`config.mk`:
```
export PLATFORM = sky130hd
export DESIGN_NAME = regioncache
export DESIGN_NICKNAME = d
export VERILOG_FILES = /design/src/rtl/rc_pkg.sv /design/src/rtl/rc_datapath.sv /design/src/rtl/rc_control.sv /design/src/rtl/regioncache.sv
export SDC_FILE = /design/constraint.sdc
export NUM_CORES = 1
export LEC_CHECK = 0
export BUFFER_PORTS_ARGS = -buffer_cell sky130_fd_sc_hd__buf_2
export CORE_ASPECT_RATIO = 1.5
export CORE_UTILIZATION = 60
export CTS_CLUSTER_DIAMETER = 150
export DETAILED_ROUTE_END_ITERATION = 6
export GPL_ROUTABILITY_DRIVEN = 0
export PLACE_DENSITY_LB_ADDON = 0.25
export SLEW_MARGIN = 20
export SYNTH_ARGS = -nofsm -noshare
export SYNTH_HDL_FRONTEND = slang
export SYNTH_SLANG_ARGS = --single-unit
export TNS_END_PERCENT = 20
```
`constraint.sdc`:
```
create_clock -name clk -period 12.3 [get_ports clk]
set_input_delay 2.46 -clock clk [delete_from_list [all_inputs] [get_ports clk]]
set_output_delay 2.46 -clock clk [all_outputs]
set_load 0.02 [all_outputs]
```
`src/rtl/rc_pkg.sv`:
```
package rc_pkg;
  localparam int WORDS_PER_LINE = 4;
  localparam int OFF_W = 2;

  typedef struct packed {
    logic wrCpu;     // merge core store into cached word
    logic fillWr;    // write bus word into line
    logic setLine;   // mark line valid, clean, new tag
    logic setDirty;  // mark line modified
    logic clrLine;   // invalidate one line
    logic clrAll;    // invalidate every line
  } rcStrobes;
endpackage

```
`src/rtl/rc_datapath.sv`:
```
module rc_datapath
  import rc_pkg::*;
#(
  parameter int LINES = 8,
  parameter int TAG_W = 25
) (
  input  logic                     clk,
  input  logic                     rstN,
  input  rcStrobes                 st,
  input  logic [$clog2(LINES)-1:0] idx,
  input  logic [OFF_W-1:0]         wordSel,
  input  logic [TAG_W-1:0]         newTag,
  input  logic [31:0]              cpuWdata,
  input  logic [3:0]               cpuBe,
  input  logic [31:0]              memRdata,
  output logic                     lineVld,
  output logic                     lineDirty,
  output logic [TAG_W-1:0]         lineTag,
  output logic [31:0]              rdWord
);
  localparam int IDX_W = $clog2(LINES);
  localparam int NWORDS = LINES * WORDS_PER_LINE;

  logic [LINES-1:0] vld, dirty;
  logic [TAG_W-1:0] tags [LINES];
  logic [31:0]      words [NWORDS];
  logic [IDX_W+OFF_W-1:0] wAddr;

  assign wAddr     = {idx, wordSel};
  assign lineVld   = vld[idx];
  assign lineDirty = dirty[idx];
  assign lineTag   = tags[idx];
  assign rdWord    = words[wAddr];

  always_ff @(posedge clk) begin
    if (!rstN) begin
      vld   <= '0;
      dirty <= '0;
    end else if (st.clrAll) begin
      vld   <= '0;
      dirty <= '0;
    end else begin
      if (st.clrLine) begin
        vld[idx]   <= 1'b0;
        dirty[idx] <= 1'b0;
      end else if (st.setLine) begin
        vld[idx]   <= 1'b1;
        dirty[idx] <= 1'b0;
      end
      if (st.setDirty) dirty[idx] <= 1'b1;
    end
  end

  always_ff @(posedge clk) begin
    if (st.setLine) tags[idx] <= newTag;
    if (st.fillWr) begin
      words[wAddr] <= memRdata;
    end else if (st.wrCpu) begin
      for (int b = 0; b < 4; b++)
        if (cpuBe[b]) words[wAddr][8*b +: 8] <= cpuWdata[8*b +: 8];
    end
  end

  AST_NO_MERGE_INVALID: assert property (@(posedge clk) disable iff (!rstN)
    st.wrCpu |-> vld[idx]);
  AST_FILL_INTO_CLEARED: assert property (@(posedge clk) disable iff (!rstN)
    st.fillWr |-> !vld[idx]);
  AST_DIRTY_IMPLIES_VALID: assert property (@(posedge clk) disable iff (!rstN)
    (dirty & ~vld) == '0);
endmodule

```
`src/rtl/rc_control.sv`:
```
module rc_control
  import rc_pkg::*;
#(
  parameter int ADDR_W = 32,
  parameter int LINES  = 8,
  parameter int TAG_W  = 25
) (
  input  logic                     clk,
  input  logic                     rstN,
  input  logic                     cpuReq,
  input  logic                     cpuWe,
  input  logic                     cpuWthru,
  input  logic [ADDR_W-1:0]        cpuAddr,
  input  logic [31:0]              cpuWdata,
  input  logic [3:0]               cpuBe,
  output logic                     cpuReady,
  output logic [31:0]              cpuRdata,
  input  logic                     invAll,
  input  logic                     pushReq,
  input  logic [$clog2(LINES)-1:0] pushIdx,
  output logic                     pushDone,
  output logic                     memReq,
  output logic                     memWe,
  output logic [ADDR_W-1:0]        memAddr,
  output logic [31:0]              memWdata,
  output logic [3:0]               memBe,
  input  logic                     memAck,
  output rcStrobes                 st,
  output logic [$clog2(LINES)-1:0] idx,
  output logic [OFF_W-1:0]         wordSel,
  output logic [TAG_W-1:0]         cpuTag,
  input  logic                     lineVld,
  input  logic                     lineDirty,
  input  logic [TAG_W-1:0]         lineTag,
  input  logic [31:0]              rdWord
);
  localparam int IDX_W = $clog2(LINES);

  typedef enum logic [1:0] {S_IDLE, S_WB, S_FILL, S_WTWR} stateT;
  stateT state, stateNx;
  logic [OFF_W-1:0] cnt;
  logic             pushing, pushingNx;
  logic [IDX_W-1:0] pushIdxQ;
  logic [IDX_W-1:0] cpuIdx;
  logic [OFF_W-1:0] cpuWord;
  logic             hit, lastWord, unusedAddr;

  assign cpuIdx     = cpuAddr[IDX_W+OFF_W+1:OFF_W+2];
  assign cpuTag     = cpuAddr[ADDR_W-1:IDX_W+OFF_W+2];
  assign cpuWord    = cpuAddr[OFF_W+1:2];
  assign unusedAddr = ^cpuAddr[1:0];
  assign hit        = lineVld && (lineTag == cpuTag);
  assign lastWord   = (cnt == OFF_W'(WORDS_PER_LINE - 1));
  assign cpuRdata   = rdWord;

  always_comb begin
    stateNx   = state;
    pushingNx = pushing;
    st        = '0;
    cpuReady  = 1'b0;
    pushDone  = 1'b0;
    memReq    = 1'b0;
    memWe     = 1'b0;
    memAddr   = '0;
    memWdata  = '0;
    memBe     = 4'h0;
    idx       = cpuIdx;
    wordSel   = cpuWord;
    unique case (state)
      S_IDLE: begin
        if (invAll) begin
          st.clrAll = 1'b1;
        end else if (pushReq) begin
          idx = pushIdx;
          if (lineVld && lineDirty) begin
            stateNx   = S_WB;
            pushingNx = 1'b1;
          end else begin
            st.clrLine = 1'b1;
            pushDone   = 1'b1;
          end
        end else if (cpuReq) begin
          if (cpuWe && cpuWthru) begin
            st.wrCpu = hit;
            stateNx  = S_WTWR;
          end else if (hit) begin
            cpuReady    = 1'b1;
            st.wrCpu    = cpuWe;
            st.setDirty = cpuWe;
          end else if (lineVld && lineDirty) begin
            stateNx = S_WB;
          end else begin
            st.clrLine = 1'b1;
            stateNx    = S_FILL;
          end
        end
      end
      S_WB: begin
        idx      = pushing ? pushIdxQ : cpuIdx;
        wordSel  = cnt;
        memReq   = 1'b1;
        memWe    = 1'b1;
        memAddr  = ADDR_W'({lineTag, idx, cnt, 2'b00});
        memWdata = rdWord;
        memBe    = 4'hF;
        if (memAck && lastWord) begin
          st.clrLine = 1'b1;
          pushDone   = pushing;
          stateNx    = pushing ? S_IDLE : S_FILL;
          pushingNx  = 1'b0;
        end
      end
      S_FILL: begin
        wordSel   = cnt;
        memReq    = 1'b1;
        memAddr   = ADDR_W'({cpuTag, cpuIdx, cnt, 2'b00});
        st.fillWr = memAck;
        if (memAck && lastWord) begin
          st.setLine = 1'b1;
          stateNx    = S_IDLE;
        end
      end
      S_WTWR: begin
        memReq   = 1'b1;
        memWe    = 1'b1;
        memAddr  = {cpuAddr[ADDR_W-1:2], 2'b00};
        memWdata = cpuWdata;
        memBe    = cpuBe;
        if (memAck) begin
          cpuReady = 1'b1;
          stateNx  = S_IDLE;
        end
      end
      default: stateNx = S_IDLE;
    endcase
  end

  always_ff @(posedge clk) begin
    if (!rstN) begin
      state    <= S_IDLE;
      cnt      <= '0;
      pushing  <= 1'b0;
      pushIdxQ <= '0;
    end else begin
      state   <= stateNx;
      pushing <= pushingNx;
      if (state == S_IDLE && pushReq && !invAll) pushIdxQ <= pushIdx;
      if ((state == S_WB || state == S_FILL) && memAck) cnt <= cnt + 1'b1;
    end
  end

  AST_BUS_HOLD: assert property (@(posedge clk) disable iff (!rstN)
    memReq && !memAck |=> memReq && $stable(memAddr));
  AST_WT_ACKED: assert property (@(posedge clk) disable iff (!rstN)
    cpuReady && cpuWe && cpuWthru |-> memAck);
endmodule

```
`src/rtl/regioncache.sv`:
```
module regioncache
  import rc_pkg::*;
#(
  parameter int ADDR_W = 32,
  parameter int LINES  = 8,
  localparam int IDX_W = $clog2(LINES),
  localparam int TAG_W = ADDR_W - IDX_W - OFF_W - 2
) (
  input  logic              clk,
  input  logic              rstN,
  input  logic              cpuReq,
  input  logic              cpuWe,
  input  logic              cpuWthru,
  input  logic [ADDR_W-1:0] cpuAddr,
  input  logic [31:0]       cpuWdata,
  input  logic [3:0]        cpuBe,
  output logic              cpuReady,
  output logic [31:0]       cpuRdata,
  input  logic              invAll,
  input  logic              pushReq,
  input  logic [IDX_W-1:0]  pushIdx,
  output logic              pushDone,
  output logic              memReq,
  output logic              memWe,
  output logic [ADDR_W-1:0] memAddr,
  output logic [31:0]       memWdata,
  output logic [3:0]        memBe,
  input  logic              memAck,
  input  logic [31:0]       memRdata
);
  rcStrobes         st;
  logic [IDX_W-1:0] idx;
  logic [OFF_W-1:0] wordSel;
  logic [TAG_W-1:0] cpuTag, lineTag;
  logic             lineVld, lineDirty;
  logic [31:0]      rdWord;

  rc_control #(.ADDR_W(ADDR_W), .LINES(LINES), .TAG_W(TAG_W)) ctrl (
    .clk, .rstN, .cpuReq, .cpuWe, .cpuWthru, .cpuAddr, .cpuWdata, .cpuBe,
    .cpuReady, .cpuRdata, .invAll, .pushReq, .pushIdx, .pushDone,
    .memReq, .memWe, .memAddr, .memWdata, .memBe, .memAck,
    .st, .idx, .wordSel, .cpuTag, .lineVld, .lineDirty, .lineTag, .rdWord
  );

  rc_datapath #(.LINES(LINES), .TAG_W(TAG_W)) dp (
    .clk, .rstN, .st, .idx, .wordSel, .newTag(cpuTag), .cpuWdata, .cpuBe,
    .memRdata, .lineVld, .lineDirty, .lineTag, .rdWord
  );
endmodule

```
==> impl_metrics.env <==
export IMPL_status="finished clean"
export IMPL_grt_max_degree=123
export IMPL_cp_buffers_inverters=4
export IMPL_ir_drop_v=0.000161
export IMPL_highest_signal_layer="met4"
export IMPL_wl_met1_mm=45.3
export IMPL_cp_data_required_time_ns=9.84
export IMPL_ant_nets=0
export IMPL_drc=0
export IMPL_antenna_found_initial=2
export IMPL_fin_crit_ns=9.29
export IMPL_final_period_utilization_pct=75.5
export IMPL_dp_final_hpwl_mm=79.3
export IMPL_cts_setup_buffers=0
export IMPL_start_util_pct=60.8
export IMPL_cts_buffers=107
export IMPL_fmax_mhz=108
export IMPL_finalClockSkew_ns=0.0337
export IMPL_ctsHoldBuffers=0
export IMPL_p_total_mw=10.8
export IMPL_dieWidth_um=238
export IMPL_arrival_ns=6.83
export IMPL_start_kind="input port"
export IMPL_crit_slowest_cell="nand2_1"
export IMPL_place_area_mm2=0.0525
export IMPL_synth_area_mm2=0.0502
export IMPL_num_rows=129
export IMPL_ios=215
export IMPL_synth_top_flop_cell="edfxtp_1"
export IMPL_critPathMaxFanout=59
export IMPL_cts_resized=0
export IMPL_drive_gt1_share_pct=24.8
export IMPL_cpPeakStageDelay_ns=0.75
export IMPL_num_fill_cells=5300
export IMPL_place_ws_ns=3.11
export IMPL_ys_async_sr_fraction_pct=0
export IMPL_leakage_nw=17.6
export IMPL_drtIter0Drc=3805
export IMPL_end_kind="primary output"
export IMPL_core_mm2=0.0826
export IMPL_clockRootBuffer="clkbuf_16"
export IMPL_yosys_warnings=0
export IMPL_syn2layout_area_growth_pct=11.5
export IMPL_die_h_um=356
export IMPL_tritoncts="built"
export IMPL_first_pass_iters=7
export IMPL_path_delay_family="simple AND/OR/NAND/NOR gates"
export IMPL_slew_headroom_pct=24.5
export IMPL_tns_ns=0
export IMPL_synth_seq_cells=1248
export IMPL_route_met3_wl_mm=11.9
export IMPL_register_area_mm2=0.0372
export IMPL_path_cells="buf_2 > nand3b_1 > nand3_2 > buf_4 > nand2_1 > buf_4 > a211oi_1 > a311o_1 > nand3b_1 > a21oi_1 > nand4_1 > nor3_1 > a21oi_1 > nor2_1 > buf_2"
export IMPL_multi_input_area_mm2=0.0124
export IMPL_path_class="input port to primary output"
export IMPL_setup_ws_ns=3.01
export IMPL_grt_pass1_wl_mm=188
export IMPL_ys_types=61
export IMPL_route_met2_wl_mm=65.1
export IMPL_design_area_mm2=0.0560
export IMPL_htreeDepth=3
export IMPL_grt_use_total_pct=30.8
export IMPL_dieArea_mm2=0.0849
export IMPL_seq_area_frac_synth_pct=74.1
export IMPL_final_instance_count_excl_fill=4115
export IMPL_powerDensity_mw_per_mm2=192
export IMPL_grt_setup_unrepaired="no"
export IMPL_synth_edf_count=1224
export IMPL_hp_class="flop to flop"
export IMPL_drv_cap=0
export IMPL_vias=28488
export IMPL_vias_per_cell=6.92
export IMPL_clock_latency_ns=0.70
export IMPL_wl_mm=129
export IMPL_numClockSinks=1248
export IMPL_clockBufferDepth=3
export IMPL_tightest_slew_ns=1.13
export IMPL_fin_nets=3029
export IMPL_grt_overflow=0
export IMPL_drt_wirelength_per_cell_um=31.4
export IMPL_path_clk_slew_ns=0.07
export IMPL_grt_pass1_vias=28160
export IMPL_hold_viol=0
export IMPL_timing_hold_ws_ns=0.468
export IMPL_setup_violations=0
export IMPL_final_core_util_pct=67.8
export IMPL_port_buffers=210
export IMPL_dpl_cell_count=3913
export IMPL_reg2reg_slack_ns=4.36
export IMPL_syn_inst=2743
export IMPL_report_final_slew_viol_count=0
export IMPL_synth_area_per_cell_um2=18.3
## worst min-delay path: cells and delay by family (launching register included)
kind,cells,cell delay [ns]
AO/OA/AOI/OAI,1,0.05
buffers and inverters,1,0.05
flip-flops,1,0.32
## layout by cell type (no fill, tap or decap), types with 7 or more instances in the layout
master        n
mux2_1       13
a32oi_1      47
dfxtp_1      24
clkbuf_16   108
and3_1       10
a21oi_1      35
buf_4        41
a2bb2oi_1    19
nor3_1        7
xnor2_1      23
mux2i_1      23
inv_1        22
o21ai_0      95
nor2_2       10
o21ai_1       8
a311oi_1     32
edfxtp_1   1224
clkinv_1     21
nand3_1      41
nand4_1      30
mux2_2       23
a21boi_0      8
a22oi_1     139
bufinv_16     9
a211oi_1     12
o22ai_1      13
nor4_1       11
clkinv_2     32
clkbuf_1     16
o211ai_1      9
nor2_1      169
nand2_1     121
a22o_1       34
mux4_2      256
buf_2       210
## cell families (layout without fill, tap and decap cells)
logic type	count (synthesis)	after routing	share of synthesized area, %
AO/OA/AOI/OAI	495	495	7.07
XOR/XNOR	25	25	0.436
adder cells (fa/ha/maj)	5	5	0.125
buffers and inverters	220	477	1.67
flip-flops	1248	1248	74.1
multiplexers	317	317	12.8
other	1	3	0.00746
AND/OR/NAND/NOR	432	432	3.80
## synth_stat cells (22+ instances only)
cell      count  area [um^2]
inv_1        22         82.6
a311oi_1     32          280
a21oi_1      40          200
dfxtp_1      24          480
mux2_1       32          360
o21ai_0      95          475
nand3_1      43          215
mux2i_1      23          230
clkbuf_1    166          623
nand2_1     123          462
a22oi_1     139         1040
xnor2_1      23          201
mux4_2      256         5770
a32oi_1      47          412
a22o_1       35          307
edfxtp_1   1224        36800
nor2_1      185          694
buf_1        26         97.6
nand4_1      30          188
## power by group
group          switching (mW)  internal, mW  leakage (nW)
clock                    1.52          1.81          1.69
combinational            1.71          1.02          4.72
sequential             0.0131          4.71          11.2
total                    3.24          7.55          17.6
## per-layer routing
layer / up-vias / global-route usage [%]
li1: 11661 / -
met1: 14677 / 39.7
met2: 1825 / 51.4
met3: 325 / 4.65
met4: 0 / 15.8
met5: - / 0
## area by class of cell
class,instances,area share [%]
flip-flops and latches,1248,66.5
multi-input cells,1276,22.1
clock buffers,126,4.98
repair buffers,257,2.69
well taps,1113,2.49
clock inverters,71,1.09
inverters,23,0.154
diodes,1,0.00447
## sequential cells by signal, summed over array words and instances, names as in the netlist, named ones only
register / cells
ctrl.pushing: 1
ctrl.cnt: 2
dp.words: 1024
ctrl.pushIdxQ: 3
ctrl.state: 2
dp.dirty: 8
dp.tags: 200
## path summary, 6_finish.rpt
check	startpoint	endpoint	cells past startpoint
worst max-delay path	invAll	cpuReady	15
worst min-delay path	dp.dirty[1]	dp.dirty[1]	2
worst max register to register	ctrl.state[0]	dp.words[28][22]	16
worst min register to register	dp.dirty[1]	dp.dirty[1]	2
(Power assumes the default switching activity.)
